===== src/rtl/cds_pkg.sv =====
package cds_pkg;

    typedef enum logic [2:0] {
        PH_IDLE,
        PH_IRST,
        PH_DRST,
        PH_PRE,
        PH_INJ,
        PH_SETTLE,
        PH_POST,
        PH_READ
    } phase_e;

    // Discriminator is live from the first sample until readout ends
    function automatic logic phase_armed(phase_e p);
        return (p == PH_PRE) || (p == PH_INJ) || (p == PH_SETTLE) ||
               (p == PH_POST) || (p == PH_READ);
    endfunction

endpackage


===== src/rtl/cds_timer.sv =====
module cds_timer #(
    parameter int CNT_W = 8
) (
    input  logic             clk,
    input  logic             rst_n,
    input  logic             load,
    input  logic [CNT_W-1:0] load_val,
    output logic             expired
);

    logic [CNT_W-1:0] cnt_d, cnt_q;

    always_comb begin
        cnt_d = cnt_q;
        if (load) begin
            cnt_d = load_val;
        end else if (cnt_q != '0) begin
            cnt_d = cnt_q - 1'b1;
        end
    end

    always_ff @(posedge clk) begin
        if (!rst_n) cnt_q <= '0;
        else        cnt_q <= cnt_d;
    end

    assign expired = (cnt_q == '0);

endmodule


===== src/rtl/cds_hit_latch.sv =====
module cds_hit_latch (
    input  logic clk,
    input  logic rst_n,
    input  logic clear,
    input  logic arm,
    input  logic hit_in,
    output logic hit_out
);

    typedef struct packed {
        logic prev;
        logic hit;
    } hl_t;

    hl_t hl_d, hl_q;

    always_comb begin
        hl_d      = hl_q;
        hl_d.prev = hit_in;
        if (clear) begin
            hl_d.hit = 1'b0;
        end else if (arm && hit_in && !hl_q.prev) begin
            hl_d.hit = 1'b1;
        end
    end

    always_ff @(posedge clk) begin
        if (!rst_n) hl_q <= '0;
        else        hl_q <= hl_d;
    end

    assign hit_out = hl_q.hit;

endmodule


===== src/rtl/cds_seq.sv =====
module cds_seq #(
    parameter int CNT_W         = 8,
    parameter int CLK_PERIOD_NS = 20,
    parameter int SETTLE_NS     = 300
) (
    input  logic                 clk,
    input  logic                 rst_n,
    input  logic                 start,
    input  logic [4+5*CNT_W-1:0] cfg_word,
    input  logic                 hit_in,
    output logic                 int_rst,
    output logic                 disc_rst,
    output logic                 inject,
    output logic                 samp_pre,
    output logic                 samp_post,
    output logic                 mux_sel,
    output logic [2:0]           cap_sel,
    output logic                 invert,
    output logic                 hit_out,
    output logic                 busy,
    output logic                 done
);
    import cds_pkg::*;

    localparam int CFG_W   = 4 + 5*CNT_W;
    localparam int INV_B   = 3;
    localparam int IRST_LSB = 4;
    localparam int DRST_LSB = IRST_LSB + CNT_W;
    localparam int INJ_LSB  = DRST_LSB + CNT_W;
    localparam int SET_LSB  = INJ_LSB + CNT_W;
    localparam int READ_LSB = SET_LSB + CNT_W;
    localparam int SETTLE_RAW = (SETTLE_NS + CLK_PERIOD_NS/2) / CLK_PERIOD_NS;
    localparam int SETTLE_DEF = (SETTLE_RAW < 1) ? 1 : SETTLE_RAW;
    localparam logic [CNT_W-1:0] SETTLE_M1 = CNT_W'(SETTLE_DEF - 1);
    localparam logic [CFG_W-1:0] CFG_RST   = CFG_W'(7);

    typedef struct packed {
        phase_e           ph;
        logic [CFG_W-1:0] cfg;
        logic             done;
    } seq_t;

    seq_t             st_d, st_q;
    logic             tm_load;
    logic [CNT_W-1:0] tm_val;
    logic             tm_exp;
    logic             hit_clr;

    // Count N lasts max(N,1) cycles
    function automatic logic [CNT_W-1:0] len_m1(logic [CNT_W-1:0] n);
        return (n == '0) ? '0 : n - 1'b1;
    endfunction

    always_comb begin
        st_d      = st_q;
        st_d.done = 1'b0;
        tm_load   = 1'b0;
        tm_val    = '0;
        hit_clr   = 1'b0;
        unique case (st_q.ph)
            PH_IDLE: if (start) begin
                st_d.ph  = PH_IRST;
                st_d.cfg = cfg_word;
                tm_load  = 1'b1;
                tm_val   = len_m1(cfg_word[IRST_LSB +: CNT_W]);
                hit_clr  = 1'b1;
            end
            PH_IRST: if (tm_exp) begin
                st_d.ph = PH_DRST;
                tm_load = 1'b1;
                tm_val  = len_m1(st_q.cfg[DRST_LSB +: CNT_W]);
            end
            PH_DRST: if (tm_exp) st_d.ph = PH_PRE;
            PH_PRE: begin
                st_d.ph = PH_INJ;
                tm_load = 1'b1;
                tm_val  = len_m1(st_q.cfg[INJ_LSB +: CNT_W]);
            end
            PH_INJ: if (tm_exp) begin
                st_d.ph = PH_SETTLE;
                tm_load = 1'b1;
                tm_val  = (st_q.cfg[SET_LSB +: CNT_W] == '0) ? SETTLE_M1
                        : st_q.cfg[SET_LSB +: CNT_W] - 1'b1;
            end
            PH_SETTLE: if (tm_exp) st_d.ph = PH_POST;
            PH_POST: begin
                st_d.ph = PH_READ;
                tm_load = 1'b1;
                tm_val  = len_m1(st_q.cfg[READ_LSB +: CNT_W]);
            end
            PH_READ: if (tm_exp) begin
                st_d.ph   = PH_IDLE;
                st_d.done = 1'b1;
            end
            default: st_d.ph = PH_IDLE;
        endcase
    end

    always_ff @(posedge clk) begin
        if (!rst_n) begin
            st_q.ph   <= PH_IDLE;
            st_q.cfg  <= CFG_RST;
            st_q.done <= 1'b0;
        end else begin
            st_q <= st_d;
        end
    end

    cds_timer #(.CNT_W(CNT_W)) u_timer (
        .clk      (clk),
        .rst_n    (rst_n),
        .load     (tm_load),
        .load_val (tm_val),
        .expired  (tm_exp)
    );

    cds_hit_latch u_hit (
        .clk     (clk),
        .rst_n   (rst_n),
        .clear   (hit_clr),
        .arm     (phase_armed(st_q.ph)),
        .hit_in  (hit_in),
        .hit_out (hit_out)
    );

    assign int_rst   = (st_q.ph == PH_IRST);
    assign disc_rst  = (st_q.ph == PH_IRST) || (st_q.ph == PH_DRST);
    assign inject    = (st_q.ph == PH_INJ);
    assign samp_pre  = (st_q.ph == PH_PRE);
    assign samp_post = (st_q.ph == PH_POST);
    assign mux_sel   = (st_q.ph == PH_READ);
    assign busy      = (st_q.ph != PH_IDLE);
    assign done      = st_q.done;
    assign cap_sel   = st_q.cfg[2:0];
    assign invert    = st_q.cfg[INV_B];

endmodule


===== config.mk =====
export PLATFORM = sky130hd
export DESIGN_NAME = cds_seq
export DESIGN_NICKNAME = d
export VERILOG_FILES = /design/src/rtl/cds_pkg.sv /design/src/rtl/cds_timer.sv /design/src/rtl/cds_hit_latch.sv /design/src/rtl/cds_seq.sv
export SDC_FILE = /design/constraint.sdc
export NUM_CORES = 1
export LEC_CHECK = 0
export CORE_UTILIZATION = 61
export DETAILED_ROUTE_END_ITERATION = 10
export DONT_BUFFER_PORTS = 1
export PLACE_DENSITY = 0.77
export SETUP_SLACK_MARGIN = 0.3
export SLEW_MARGIN = 30
export SYNTH_ARGS = -nofsm -noshare
export SYNTH_HDL_FRONTEND = slang
export SYNTH_SLANG_ARGS = --single-unit

===== constraint.sdc =====
create_clock -name clk -period 5.5 [get_ports clk]
set_clock_uncertainty 0.05 [all_clocks]
set_input_delay 0.825 -clock clk [delete_from_list [all_inputs] [get_ports clk]]
set_output_delay 0.825 -clock clk [all_outputs]
set_load 0.02 [all_outputs]

==> run metrics <==
Num Clock Sinks 50; first-pass iteration count of the detailed router 4; final setup TNS 0 ns; class of the tightest hold or removal check reg -> reg; max frequency 374.5 MHz; top_reg_cell synth dfxtp_1; Mapped Area 0.003259 sq mm; minimum clock period after layout 2.670 ns; Synth Register Bits 50; Layout Nets 475; post-DR wirelength/cell 15.00 um; critical path arrival 1.80 ns; first-pass GRT wire length 11330 um; worst vdd ir 0.2579 mV; most common cell in the synthesized netlist nand2_1; core region area 0.005140 sq mm; die height 75.10 um; grt total ovfl 0; Layout area overhead 2.802%; post-route ant nets 0; Root Buffer clkbuf_8; CP required 4.62 ns; min-delay src st_q[29]; CTS clk-pin slew, worst paths 0.10 ns; via density per instance 5.887; worst-skew pair later-pin latency 0.30 ns; Syn. warnings 0; share of the synthesized area in the top cell type 0.3071; WP buf/inv 1; RD Place Congestion 0.9231; Synth cell types 55; routing usage on met3 0.05756; CTS Buffer Depth 2; Critical Path Start Type flop; Max Slew Vio Count 0; fill count 476; hold_buf cts 0; fraction of layout cells with a size suffix above 1 0.05288; Final Hold Fails 0; PwrDens 499.6 mW/mm^2; Resized Gates After CTS 0; Largest stage delay, worst path 0.69 ns; busiest metal layer after global routing met2; DP HPWL 5539 um; top-level I/O count 61; Slew @ Worst Pin 0.7060 ns; Die ar. 0.005639 sq mm; CTS Buf Count 5; GRT Total Usage 0.2674; kind of critical path reg -> out; DRC 0; CP delay by family, top flip-flops; Final Instance Count excl. Fillers 486; CP cell instances or3b_1 > inv_1; Max Cap Viol 0; Leak 1.353 nW; multi-input logic area 0.002048 sq mm; Slowest-stage cell, CP dfxtp_1; # port buffers 0; Register Area 0.001001 sq mm; ys async rst share 0; die extent in x 75.10 um; Post-Syn Instances 430; status finished, final reports clean; Worst Setup End Kind primary output; GR Layer Usage met2 0.4264; EDFF count, synth 0; synthesized net count 490; max_slew headroom 0.5227; register area share after synthesis 0.3071; H-tree depth 2; Initial Util 0.6341; pin count of the biggest net entering global routing 46; Post-Place Cells 478; final setup fails 0; DRT iter0 DRCs 196; diode count 0; post-CTS setup repair buffer count 0; Critical Path Start st_q[47]; number of global-route vias before repair 2477; Routed WL 7288 um; CTS tree done; Synth top cells by count nand2_1, dfxtp_1, a21boi_0, nor2_1, a21oi_1; M1 GR Usage 0.3575; Worst R2R Start st_q[46]; top cell type by total area after synthesis dfxtp_1; fin crit share 0.4855; vias post-DR 2861; Synth area leaders dfxtp_1, nand2_1, a21boi_0, ha_1, a21oi_1; initial antenna violation count 0; row cnt 26; worst-path fanout max 19; Avg Inst Size Synth 7.580 sq um; RSZ-0062 raised after global routing false
-- final cells by class --
class,count,share of cell area
clock buffers,5,0.02054
flip-flops and latches,50,0.2987
inverters,23,0.02577
clock inverters,3,0.01307
well taps,70,0.02614
multi-input cells,333,0.6113
repair buffers,2,0.004481
-- cell families after synthesis --
| kind of cell | after synthesis | synth area share |
|---|---|---|
| and+or+nand+nor | 183 | 0.2679 |
| AOI/OAI and AO/OA | 107 | 0.2269 |
| DFF | 50 | 0.3071 |
| buffers and inverters | 47 | 0.06449 |
| xor gates and xnor gates | 20 | 0.05374 |
| adders and majority gates | 12 | 0.04606 |
| muxes | 11 | 0.03378 |
-- metrics by stage --
step / hold WS [ns] / power (W) / setup WS [ns] / util / area, sq um
floorplan: 0.3901 / 0.001268 / 3.094 / - / 3259
global placement: 0.4363 / 0.001390 / 3.008 / 0.6300 / 3238
detailed placement: 0.4456 / 0.001411 / 2.948 / 0.6300 / 3238
CTS: 0.4613 / 0.001672 / 2.824 / 0.6519 / 3351
global route: 0.4934 / 0.001798 / 2.720 / 0.6519 / 3351
finish: 0.4559 / 0.001674 / 2.830 / 0.6519 / 3351
-- registers in the layout, summed over array words and instances (netlist names) --
name,count
invert,1
u_timer.cnt_q,8
u_hit.hl_q,1
u_hit.hit_out,1
st_q,35
cap_sel,3
done,1
-- worst reg2reg max path, stage by stage, from the launching register on --
cell and delay [ns]:
dfxtp_1 0.69, or3_1 0.48, or2_2 0.66, o22ai_1 0.20
o31ai_1 0.25, a21oi_1 0.10
-- power by group --
part | total, W | switching (W) | internal (W)
Clock | 0.000262 | 0.000126 | 0.000136
Sequential | 0.000567 | 0.000123 | 0.000444
Combinational | 0.000845 | 0.000501 | 0.000344
Total | 0.00167 | 0.000750 | 0.000924
-- final timing paths --
| kind | cells after the start | slack, ns | endpoint |
|---|---|---|---|
| worst max-delay path | 2 | 2.83 | inject |
| worst min-delay path | 2 | 0.46 | st_q[29] |
| worst max register to register | 5 | 2.97 | u_timer.cnt_q[6] |
| worst min register to register | 2 | 0.46 | st_q[29] |
-- layout by cell type (no fill, tap or decap), drive strengths merged, types with 4 or more instances in the layout --
cell	count
a21boi	34
a21oi	27
a31oi	4
clkbuf	5
dfxtp	50
ha	12
inv	24
mux2i	11
nand2	94
nand2b	4
nand3	7
nor2	27
nor3	13
nor3b	6
nor4	9
o21ai	8
o22ai	8
o31ai	6
or3b	4
xnor2	8
xor2	12
-- per-layer routing --
metal / up-vias / share of wire
li1: 1458 / -
met1: 1306 / 0.46
met2: 87 / 0.46
met3: 10 / 0.066
met4: 0 / 0.016
met5: - / 0
Note: power is estimated with default switching activity, not from simulation.
